**src/rtl/shadow_map_pkg.sv**
```systemverilog
package shadow_map_pkg;

  typedef enum logic [1:0] {
    MODE_OFF   = 2'b00,
    MODE_STEER = 2'b01,
    MODE_RW    = 2'b10,
    MODE_WP    = 2'b11
  } region_mode_e;

  typedef struct packed {
    logic         hit;
    region_mode_e mode;
    logic         bank;
  } region_sel_t;

endpackage

```
**src/rtl/shadow_cfg_regs.sv**
```systemverilog
module shadow_cfg_regs #(
  parameter int IO_AW = 16,
  parameter int DW = 8,
  parameter logic [IO_AW-1:0] PORT_CTRL = 16'h0670,
  parameter logic [IO_AW-1:0] PORT_MODE = 16'h0672
) (
  input  logic             clk,
  input  logic             rst_n,
  input  logic             io_wr,
  input  logic             io_rd,
  input  logic [IO_AW-1:0] io_addr,
  input  logic [DW-1:0]    io_wdata,
  output logic [DW-1:0]    io_rdata,
  output logic [DW-1:0]    ctrl_q,
  output logic [DW-1:0]    mode_q
);

  logic          ctrl_en, mode_en;
  logic [DW-1:0] ctrl_d, mode_d;

  // next-state
  always_comb begin
    ctrl_en = io_wr && (io_addr == PORT_CTRL);
    mode_en = io_wr && (io_addr == PORT_MODE);
    ctrl_d  = io_wdata;
    mode_d  = io_wdata;
  end

  // registers with written-out clock enables
  always_ff @(posedge clk or negedge rst_n) begin
    if (!rst_n) begin
      ctrl_q <= '0;
      mode_q <= '0;
    end else begin
      if (ctrl_en) ctrl_q <= ctrl_d;
      if (mode_en) mode_q <= mode_d;
    end
  end

  // readback
  always_comb begin
    io_rdata = '0;
    if (io_rd) begin
      if (io_addr == PORT_CTRL)      io_rdata = ctrl_q;
      else if (io_addr == PORT_MODE) io_rdata = mode_q;
    end
  end

  p_ctrl_load_r2: assert property (@(posedge clk) disable iff (!rst_n)
    (io_wr && io_addr == PORT_CTRL) |=> (ctrl_q == $past(io_wdata)));

  p_mode_load_r2: assert property (@(posedge clk) disable iff (!rst_n)
    (io_wr && io_addr == PORT_MODE) |=> (mode_q == $past(io_wdata)));

  p_other_port_r2: assert property (@(posedge clk) disable iff (!rst_n)
    (!io_wr || (io_addr != PORT_CTRL && io_addr != PORT_MODE))
      |=> ($stable(ctrl_q) && $stable(mode_q)));

endmodule

```
**src/rtl/shadow_region_decode.sv**
```systemverilog
module shadow_region_decode
  import shadow_map_pkg::*;
#(
  parameter int SEG_W = 8,
  parameter int NUM_REGIONS = 2,
  parameter logic [NUM_REGIONS*SEG_W-1:0] REGION_SEGS = {8'h0C, 8'h0F},
  parameter logic [NUM_REGIONS-1:0] REGION_BANKS = 2'b01,
  localparam int MODE_BITS = 2 * NUM_REGIONS
) (
  input  logic [SEG_W-1:0]     seg,
  input  logic [MODE_BITS-1:0] modes,
  output region_sel_t          rsel
);

  logic         [NUM_REGIONS-1:0] hit_v;
  region_mode_e                   mode_v [NUM_REGIONS];

  for (genvar g = 0; g < NUM_REGIONS; g++) begin : g_region
    assign hit_v[g]  = (seg == REGION_SEGS[g*SEG_W +: SEG_W]);
    assign mode_v[g] = region_mode_e'(modes[2*g +: 2]);
  end

  // lowest index wins if regions were ever configured to overlap
  always_comb begin
    rsel = '{hit: 1'b0, mode: MODE_OFF, bank: 1'b0};
    for (int i = NUM_REGIONS - 1; i >= 0; i--) begin
      if (hit_v[i]) begin
        rsel.hit  = 1'b1;
        rsel.mode = mode_v[i];
        rsel.bank = REGION_BANKS[i];
      end
    end
  end

  a_onehot_regions_r9: assert final ($onehot0(hit_v));

endmodule

```
**src/rtl/shadow_route.sv**
```systemverilog
module shadow_route
  import shadow_map_pkg::*;
#(
  parameter int RAM_AW = 17,
  localparam int OFS_W = RAM_AW - 1
) (
  input  logic              clk,
  input  logic              rst_n,
  input  logic              mem_rd,
  input  logic              mem_wr,
  input  logic              win_hit,
  input  logic [RAM_AW-1:0] win_ofs,
  input  region_sel_t       rsel,
  input  logic              shadow_en,
  output logic              ram_sel,
  output logic              ram_we,
  output logic [RAM_AW-1:0] ram_addr,
  output logic              sys_sel
);

  logic is_wr, is_rd;

  always_comb begin
    is_wr    = mem_wr;
    is_rd    = mem_rd && !mem_wr;
    ram_sel  = 1'b0;
    ram_we   = 1'b0;
    sys_sel  = 1'b0;
    ram_addr = '0;
    if (is_wr || is_rd) begin
      if (win_hit) begin
        ram_sel  = 1'b1;
        ram_we   = is_wr;
        ram_addr = win_ofs;
      end else if (rsel.hit) begin
        ram_addr = {rsel.bank, win_ofs[OFS_W-1:0]};
        unique case (rsel.mode)
          MODE_OFF: sys_sel = 1'b1;
          MODE_STEER: begin
            if (shadow_en) begin
              ram_sel = is_rd;
            end else begin
              ram_sel = is_wr;
              ram_we  = is_wr;
              sys_sel = is_rd;
            end
          end
          MODE_RW: begin
            ram_sel = 1'b1;
            ram_we  = is_wr;
          end
          MODE_WP: ram_sel = is_rd;
          default: sys_sel = 1'b1;
        endcase
      end
    end
  end

  p_excl_r10: assert property (@(posedge clk) disable iff (!rst_n)
    ram_sel |-> !sys_sel);

  p_we_needs_sel_r5: assert property (@(posedge clk) disable iff (!rst_n)
    ram_we |-> (ram_sel && mem_wr));

  p_wp_no_write_r8: assert property (@(posedge clk) disable iff (!rst_n)
    (!win_hit && rsel.hit && rsel.mode == MODE_WP && mem_wr) |-> !ram_we);

  p_window_r3: assert property (@(posedge clk) disable iff (!rst_n)
    (win_hit && (mem_rd || mem_wr)) |-> (ram_sel && ram_addr == win_ofs));

  p_drop_r6: assert property (@(posedge clk) disable iff (!rst_n)
    (!win_hit && rsel.hit && rsel.mode == MODE_STEER && shadow_en && mem_wr)
      |-> (!ram_sel && !sys_sel));

  p_idle_r10: assert property (@(posedge clk) disable iff (!rst_n)
    (!mem_rd && !mem_wr) |-> (!ram_sel && !sys_sel && !ram_we));

endmodule

```
**src/rtl/shadow_mapper.sv**
```systemverilog
module shadow_mapper
  import shadow_map_pkg::*;
#(
  parameter int ADDR_W = 24,
  parameter int IO_AW = 16,
  parameter int DW = 8,
  parameter int RAM_AW = 17,
  parameter int NUM_REGIONS = 2,
  parameter logic [IO_AW-1:0] PORT_CTRL = 16'h0670,
  parameter logic [IO_AW-1:0] PORT_MODE = 16'h0672,
  parameter logic [ADDR_W-RAM_AW-1:0] WIN_BASE = 7'h2F,
  parameter logic [NUM_REGIONS*(ADDR_W-16)-1:0] REGION_SEGS = {8'h0C, 8'h0F},
  parameter logic [NUM_REGIONS-1:0] REGION_BANKS = 2'b01
) (
  input  logic              clk,
  input  logic              rst_n,
  input  logic              io_wr,
  input  logic              io_rd,
  input  logic [IO_AW-1:0]  io_addr,
  input  logic [DW-1:0]     io_wdata,
  output logic [DW-1:0]     io_rdata,
  input  logic              mem_rd,
  input  logic              mem_wr,
  input  logic [ADDR_W-1:0] mem_addr,
  output logic              ram_sel,
  output logic              ram_we,
  output logic [RAM_AW-1:0] ram_addr,
  output logic              sys_sel
);

  localparam int SEG_W = ADDR_W - 16;
  localparam int MODE_BITS = 2 * NUM_REGIONS;

  logic [1:0]    rst_sync;
  logic          rst_n_s;
  logic [DW-1:0] ctrl_q, mode_q;
  logic          win_hit;
  region_sel_t   rsel;

  // asynchronous assert, synchronous release
  always_ff @(posedge clk or negedge rst_n) begin
    if (!rst_n) rst_sync <= 2'b00;
    else        rst_sync <= {rst_sync[0], 1'b1};
  end
  assign rst_n_s = rst_sync[1];

  shadow_cfg_regs #(
    .IO_AW(IO_AW), .DW(DW), .PORT_CTRL(PORT_CTRL), .PORT_MODE(PORT_MODE)
  ) u_regs (
    .clk(clk), .rst_n(rst_n_s), .io_wr(io_wr), .io_rd(io_rd),
    .io_addr(io_addr), .io_wdata(io_wdata), .io_rdata(io_rdata),
    .ctrl_q(ctrl_q), .mode_q(mode_q)
  );

  assign win_hit = (mem_addr[ADDR_W-1:RAM_AW] == WIN_BASE);

  shadow_region_decode #(
    .SEG_W(SEG_W), .NUM_REGIONS(NUM_REGIONS),
    .REGION_SEGS(REGION_SEGS), .REGION_BANKS(REGION_BANKS)
  ) u_dec (
    .seg(mem_addr[ADDR_W-1:16]), .modes(mode_q[MODE_BITS-1:0]), .rsel(rsel)
  );

  shadow_route #(.RAM_AW(RAM_AW)) u_route (
    .clk(clk), .rst_n(rst_n_s), .mem_rd(mem_rd), .mem_wr(mem_wr),
    .win_hit(win_hit), .win_ofs(mem_addr[RAM_AW-1:0]), .rsel(rsel),
    .shadow_en(ctrl_q[0]), .ram_sel(ram_sel), .ram_we(ram_we),
    .ram_addr(ram_addr), .sys_sel(sys_sel)
  );

  p_reset_unmapped_r1: assert property (@(posedge clk)
    (!rst_n_s && mem_rd && !mem_wr && rsel.hit) |-> (sys_sel && !ram_sel));

endmodule

```
**config.mk**
```make
export PLATFORM = sky130hd
export DESIGN_NAME = shadow_mapper
export DESIGN_NICKNAME = d
export VERILOG_FILES = /design/src/rtl/shadow_map_pkg.sv /design/src/rtl/shadow_cfg_regs.sv /design/src/rtl/shadow_region_decode.sv /design/src/rtl/shadow_route.sv /design/src/rtl/shadow_mapper.sv
export SDC_FILE = /design/constraint.sdc
export NUM_CORES = 1
export LEC_CHECK = 0
export BUFFER_PORTS_ARGS = -buffer_cell sky130_fd_sc_hd__buf_2
export CAP_MARGIN = 20
export CORE_AREA = 3 3 62 64
export DETAILED_ROUTE_END_ITERATION = 10
export DIE_AREA = 0 0 65 67
export GPL_TIMING_DRIVEN = 0
export PLACE_DENSITY = 0.86
export SYNTH_ARGS = -nofsm -noshare
export SYNTH_HDL_FRONTEND = slang
export SYNTH_HIERARCHICAL = 1
export SYNTH_SLANG_ARGS = --single-unit
```
**constraint.sdc**
```tcl
create_clock -name clk -period 2.2 [get_ports clk]
set_clock_uncertainty 0.2 [all_clocks]
set_input_delay 0.33 -clock clk [delete_from_list [all_inputs] [get_ports clk]]
set_output_delay 0.33 -clock clk [all_outputs]
set_load 0.01 [all_outputs]
```
==> results by group, run 1 <==
Placement
  • GP Congestion: 0.797
  • HPWL Detailed: 2560 um
  • Placed cell area: 1780 um^2
  • PortBufs: 80
  • DP Worst Slack: -0.554 ns

Min path
  • Hold crit path type: flop to asynchronous set/reset pin

Floorplan
  • Die X: 65 um
  • Core box area: 3340 um^2
  • Initial Util: 37.9%
  • Die H: approximately 67 um
  • IO Count: 82
  • Cell Rows: 21
  • Die area: 4360 um^2

Timing
  • FMAX: between 0.3 and 0.4 GHz
  • Max-slew violations: 0
  • Slew margin rel.: 58.3%
  • Hold WS: 0.0614 ns
  • Fin crit share: 129%
  • Post-route worst setup slack: -0.633 ns
  • RSZ-0062 raised after global routing: true
  • Tmin final: 2.83 ns
  • Post-route setup TNS: -1.81 ns
  • Worst slew pin tran: 0.626 ns
  • Final setup fails: 3
  • Final Hold Viols: 0

Clocking
  • Clk slew on worst S/H paths: 0.09 ns
  • CTS tree: yes
  • CTS root buf: clkbuf_4
  • CTS sink count: 18
  • Worst-Skew Late Latency: 0.28 ns
  • TritonCTS buffer count: 3
  • H-tree level count: 1
  • Clock Path Buffers: 2

Yosys
  • Largest family of logic cells by synthesized area: simple AND/OR/NAND/NOR gates
  • Syn Inst Count: 118
  • Synth Area in Compound Gates: 5.94%
  • Top cell type's share of synthesized area: 35.6%
  • FF+latch count, synth: 18
  • Sequential cell area fraction in the yosys report: 35.6%
  • Unique masters post-synth: 31
  • Yosys warns: 6
  • Mux cell area share after synthesis: between 20% and 30%
  • Synth Area in Adders: 4.95%
  • Synth area leaders: dfrtp_1, mux2_2, and2_1, mux2i_1, ha_1
  • Syn Nets: 177
  • Syn_area_per_cell: 10.7 um^2
  • Area of the mapped netlist: 1260 um^2
  • Simple-gate share of the synthesized area: 29.0%
  • Xor-xnor portion of the synthesized cell area: under 10%
  • Cell taking the most area after synthesis: dfrtp_1

Finish
  • FF/Latch Area: 450 um^2
  • Share of cells above drive strength 1: about two thirds
  • Multi-input logic area: 955 um^2
  • Fin nets: around 270
  • Area Overhead vs Synth: 59.5%
  • Final core occ: 60.4%
  • Fillers: 276
  • Final Cell Area: 2020 um^2
  • Inserted Diodes: 0

Setup path
  • Slowest cell on crit path: or3b_4
  • Startpoint types: flop
  • CP peak stage delay: ~0.4 ns
  • CP required: 1.67 ns
  • Crit path cell chain: or3b_4 -> a2111oi_4 -> inv_2 -> ha_4 -> nor2b_4 -> o211ai_1 -> a21boi_2 -> buf_2
  • WP data arrival: 2.30 ns
  • CP max FO: 3
  • Crit end category: output pin
  • Setup CP Type: flop to output pin

Power
  • Pwr dens: 291 nW/um^2
  • Worst VDD drop: 0.392 mV
  • Leakage power: 1.03 nW

Routing
  • Wl on met1: 1360 um
  • DRT antenna net count: 0
  • Via count: roughly 1300
  • Initial drt markers: 15
  • Avg Vias per Cell: 4.86
  • Detail Route met2 WL: 1730 um
  • Top layer in use: met4
  • Routed Wire Length: 3450 um
  • DRC violations left: 0
  • Drt first pass iters: 4
  • Per-cell routed wire length: 13.3 um
  • Routed wl met3: 320 um

GRT
  • Grt ovf: 0
  • Largest net degree at the start of global routing: 17
  • Vias in the first global route: 1221
  • Antenna violations before repair: 0
  • Global Route Usage Sum: 15.7%
  • Global-route wire length before repair: about 5300 um

Run
  • MaxCap Viol Count: 0

Status
  • Status: complete, but fails checks
  • Violated checks: setup timing
-- registers in the layout, indices dropped and copies added, names as in the netlist --
| name | cells |
|---|---|
| u_regs/mode_q | 8 |
| rst_sync | 2 |
| u_regs/ctrl_q | 8 |
-- logic make-up (layout without fill, tap and decap cells) --
kind of cell               after synthesis  count (layout)
other                                    1               1
adders and majority gates                5               5
buffers and inverters                    6             101
xor gates and xnor gates                 2               2
AOI/OAI and AO/OA                        8               8
and+or+nand+nor                         54              54
muxes                                   24              24
DFF                                     18              18
-- power breakdown --
part,internal [mW],leakage [nW],switching [mW],total [mW]
registers,0.332,0.247,0.00566,0.338
clock network,0.0636,0.0138,0.0887,0.152
logic,0.0517,0.772,0.0442,0.0958
total,0.448,1.03,0.138,0.586
-- Yosys cell counts --
master	n
nor2_2	2
nor2_4	1
nor4_1	2
buf_2	1
mux2_2	16
ha_1	5
nor4b_2	2
mux2i_1	8
o211ai_1	1
nor2b_1	2
and2_1	16
nor2_1	10
nand2_1	4
a21boi_0	1
nand3_1	3
or3b_1	2
conb_1	1
a2111oi_2	3
a21oi_1	3
nor3_1	2
nor3b_4	1
nor4b_1	1
nand4_1	1
and4bb_2	2
buf_4	1
and4_2	1
dfrtp_1	18
xor2_1	2
inv_1	4
nand4bb_1	1
nand4_2	1
-- final timing paths --
check,cells after the start,slack [ns],from,to
worst min-delay path,0,0.06,rst_sync[1],u_regs/ctrl_q[0]
worst max register to register,2,1.11,u_regs/mode_q[3],u_regs/mode_q[3]
min in group clk,2,0.08,io_wdata[5],u_regs/ctrl_q[5]
worst min register to register,0,0.06,rst_sync[1],u_regs/ctrl_q[0]
max in group asynchronous,0,1.34,rst_sync[1],u_regs/mode_q[1]
worst max-delay path,8,-0.63,u_regs/mode_q[3],ram_we
-- worst max-delay path: cells and delay by family, from the launching register on --
kind / cells / cell delay (ns)
DFF: 1 / 0.37
buffers and inverters: 2 / 0.27
adders and majority gates: 1 / 0.19
AOI/OAI and AO/OA: 3 / 0.66
and+or+nand+nor: 2 / 0.52
-- per-layer routing --
| layer | up-vias | global-route usage (%) |
|---|---|---|
| met3 | 6 | 2.53 |
| li1 | 611 | - |
| met5 | - | 0 |
| met2 | 62 | 29.8 |
| met1 | 581 | 17.8 |
| met4 | 0 | 4.75 |
-- through the flow --
| step | cells | power (mW) |
|---|---|---|
| floorplan | 118 | 0.369 |
| global placement | 244 | 0.428 |
| detailed placement | 244 | 0.430 |
| CTS | 256 | 0.595 |
| global route | 259 | 0.615 |
| finish | 259 | 0.586 |
-- layout make-up --
cell class / count / share of cell area [%]
Buffer: 2 / 0.807
Clock buffer: 3 / 1.12
Inverter: 4 / 0.745
Multi-Input combinational cell: 94 / 47.4
Sequential cell: 18 / 22.3
Tap cell: 46 / 2.86
Timing Repair Buffer: 92 / 24.8
-- cell usage in the layout, fill, tap and decap left out, types with 3 or more instances in the layout --
| cell type | Yosys | layout |
|---|---|---|
| nor2_2 | 2 | 3 |
| nand2_1 | 4 | 4 |
| nor2_1 | 10 | 9 |
| mux2i_1 | 8 | 8 |
| dfrtp_1 | 18 | 18 |
| ha_4 | 0 | 4 |
| buf_4 | 1 | 10 |
| a2111oi_4 | 0 | 3 |
| mux2_2 | 16 | 16 |
| clkbuf_4 | 0 | 4 |
| and2_1 | 16 | 16 |
| nand3_1 | 3 | 3 |
| buf_2 | 1 | 80 |
-- what timing repair did --
| item | 4_1_cts | 5_1_grt |
|---|---|---|
| endpoints found under the setup margin | 20 | 13 |
| gates resized for setup | 14 | 7 |
| hold buffers | 1 | 0 |
| pin swaps | 8 | 7 |
| endpoints found under the hold margin | 2 | 0 |
| setup buffers | 8 | 3 |
Power figures use the tool's default switching activity.
==> run 2: changes to the inputs <==
CORE_AREA = 3 3 69 71   (was 3 3 62 64)
DIE_AREA = 0 0 72 74   (was 0 0 65 67)
PLACE_DENSITY = 0.74   (was 0.86)
RECOVER_POWER = 50   (was not set)
==> run 2 against run 1 <==
The flow still finishes with violations (setup timing). Sequential cell count did not move. Combinational power fell by 2%. First-iteration DRC count rose by 120%. Critical endpoint unchanged.
==> results by group, run 2 (synthesized netlist as in run 1, its figures left out) <==
Status
  • Status: complete, but fails checks
  • Violated checks: setup timing

Placement
  • GP Congestion: 0.742 (-6.9%)
  • DP Worst Slack: -0.601 ns (-0.0473 ns)
  • PortBufs: 80 (unchanged)
  • HPWL Detailed: 2500 um (-2.2%)

Clocking
  • Clk slew on worst S/H paths: 0.07 ns (-0.02 ns)
  • CTS root buf: clkbuf_8
  • Worst-Skew Late Latency: 0.24 ns (-0.04 ns)
  • CTS tree: yes
  • Clock Path Buffers: 2 (unchanged)
  • CTS sink count: 18 (unchanged)
  • TritonCTS buffer count: 3 (unchanged)
  • H-tree level count: 1 (unchanged)

GRT
  • Largest net degree at the start of global routing: 17 (unchanged)
  • Antenna violations before repair: 0 (unchanged)
  • Vias in the first global route: 1215 (-0.49%)
  • Global Route Usage Sum: 12.3% (-3.3 points)
  • Grt ovf: 0 (unchanged)
  • Global-route wire length before repair: 5170 um (-3.1%)

Setup path
  • Setup CP Type: flop to output pin
  • Worst r2r path cells: 3 (+1)
  • WP data arrival: 2.16 ns (-0.14 ns)
  • Reg2reg start: u_regs/mode_q[3]
  • CP required: 1.67 ns (about the same)
  • Reg-to-Reg End: u_regs/mode_q[3]
  • Worst setup path end: ram_we
  • Crit end category: output pin
  • CP max FO: 3 (unchanged)
  • Worst Setup SP: u_regs/mode_q[2]
  • Startpoint types: flop
  • R2r setup slk: 1.00 ns (-0.11 ns)

Power
  • Leakage power: 1.02 nW (-0.88%)
  • Pwr dens: 329 nW/um^2 (+13%)
  • Worst VDD drop: 0.236 mV (-40%)

Timing
  • Tmin final: 2.69 ns (-0.146 ns)
  • Worst slew pin tran: 0.729 ns (+0.103 ns)
  • Hold WS: 0.0575 ns (-0.00394 ns)
  • FMAX: 0.372 GHz (+5.4%)
  • Fin crit share: 122% (-6.6 points)
  • Final setup fails: 3 (unchanged)
  • Final Hold Viols: 0 (unchanged)
  • RSZ-0062 raised after global routing: true
  • Post-route worst setup slack: -0.487 ns (+0.146 ns)
  • Slew margin rel.: 51.2% (-7.1 points)
  • Max-slew violations: 0 (unchanged)

Min path
  • Hold crit path type: flop to asynchronous set/reset pin

Floorplan
  • Die X: 72 um (+11%)
  • Core box area: 4290 um^2 (+29%)
  • Die H: 74 um (+10%)
  • Initial Util: 29.4% (-8.4 points)
  • Cell Rows: 24 (+14%)
  • IO Count: 82 (unchanged)
  • Die area: 5330 um^2 (+22%)

Routing
  • Initial drt markers: 33 (+18)
  • DRT antenna net count: 0 (unchanged)
  • Per-cell routed wire length: 12.2 um (-8.3%)
  • Avg Vias per Cell: 4.64 (-4.7%)
  • Via count: 1229 (-2.5%)
  • DRC violations left: 0 (unchanged)
  • Drt first pass iters: 4 (unchanged)
  • Routed Wire Length: 3240 um (-6.2%)

Finish
  • Most frequent cells in the layout: buf_2, dfrtp_1, mux2_2, and2_1, buf_4
  • Share of cells above drive strength 1: 63.4% (-3.3 points)
  • Fin nets: 274 (unchanged)
  • Area Overhead vs Synth: 57.2%
  • Inserted Diodes: 0 (unchanged)
  • Regs by FF count: u_regs/ctrl_q: 8 flops, u_regs/mode_q: 8 flops, rst_sync: 2 flops
  • Most common cell after layout, fill and taps aside: buf_2

Run
  • MaxCap Viol Count: 0 (unchanged)
## run 2: cell count changes in the layout (fill, tap and decap cells not counted), moves of 2 or more
cell,before,now
clkbuf_4,4,0
clkbuf_8,0,3
ha_4,4,1
ha_1,1,3
## run 2: stage by stage
stage	total power, mW	setup TNS [ns]	util, %	std cells	instance area, um^2
2_1_floorplan	0.369	-1.21	-	118	1320
3_3_place_gp	0.428	-9.32	41.7	250	1790
3_5_place_dp	0.430	-10.30	41.7	250	1790
4_1_cts	0.665	-1.65	45.3	261	1950
5_1_grt	0.692	-1.78	46.3	265	1990
6_report	0.654	-1.39	46.3	265	1990
## run 2: cell type report
type	instances	area (um^2)
multi-input combinational	94	907
buffer	2	16.3
tap	52	65.1
clock buffer	3	41.3
sequential	18	450
inverter	4	15.0
fill	424	2310
timing repair buffer	92	492
## run 2: worst min path at each step
stage | endpoint | slack, ns | cells past startpoint
2_1_floorplan | rst_sync[0] | -0.17 | 0
3_3_place_gp | rst_sync[1] | -0.09 | 1
3_5_place_dp | rst_sync[0] | -0.08 | 1
4_1_cts | u_regs/ctrl_q[4] | 0.08 | 0
5_1_grt | u_regs/mode_q[1] | 0.12 | 2
6_report | u_regs/ctrl_q[4] | 0.06 | 0
## run 2: power by group
group	leakage, nW	total (mW)	switching, mW	internal (mW)
Clock	0.0216	0.222	0.100	0.121
Sequential	0.247	0.339	0.00572	0.333
Combinational	0.755	0.0938	0.0433	0.0505
Total	1.02	0.654	0.149	0.505
## run 2: worst max-delay path: stages, from the launching register on
cell,delay (ns)
dfrtp_1,0.35
or3b_4,0.39
a2111oi_4,0.36
buf_4,0.20
ha_4,0.14
nor2b_4,0.13
o211ai_1,0.09
a21boi_2,0.12
buf_2,0.14
## run 2: timing repair
item                                   in CTS  in global routing
setup endpoints to repair                  20                 13
endpoints found under the hold margin       2                  0
setup buffers                               7                  4
hold buffers                                1                  0
resized for setup                           8                  6
pin swaps                                   5                  5
## run 2: routing by layer
layer  vias to the layer above  routed length (um)  global-route usage [%]
met4                         0                  27                    4.80
met2                        48                1740                    22.9
li1                        613                   -                       -
met3                         2                 267                    3.65
met1                       566                1210                    13.2
met5                         -                   0                       0
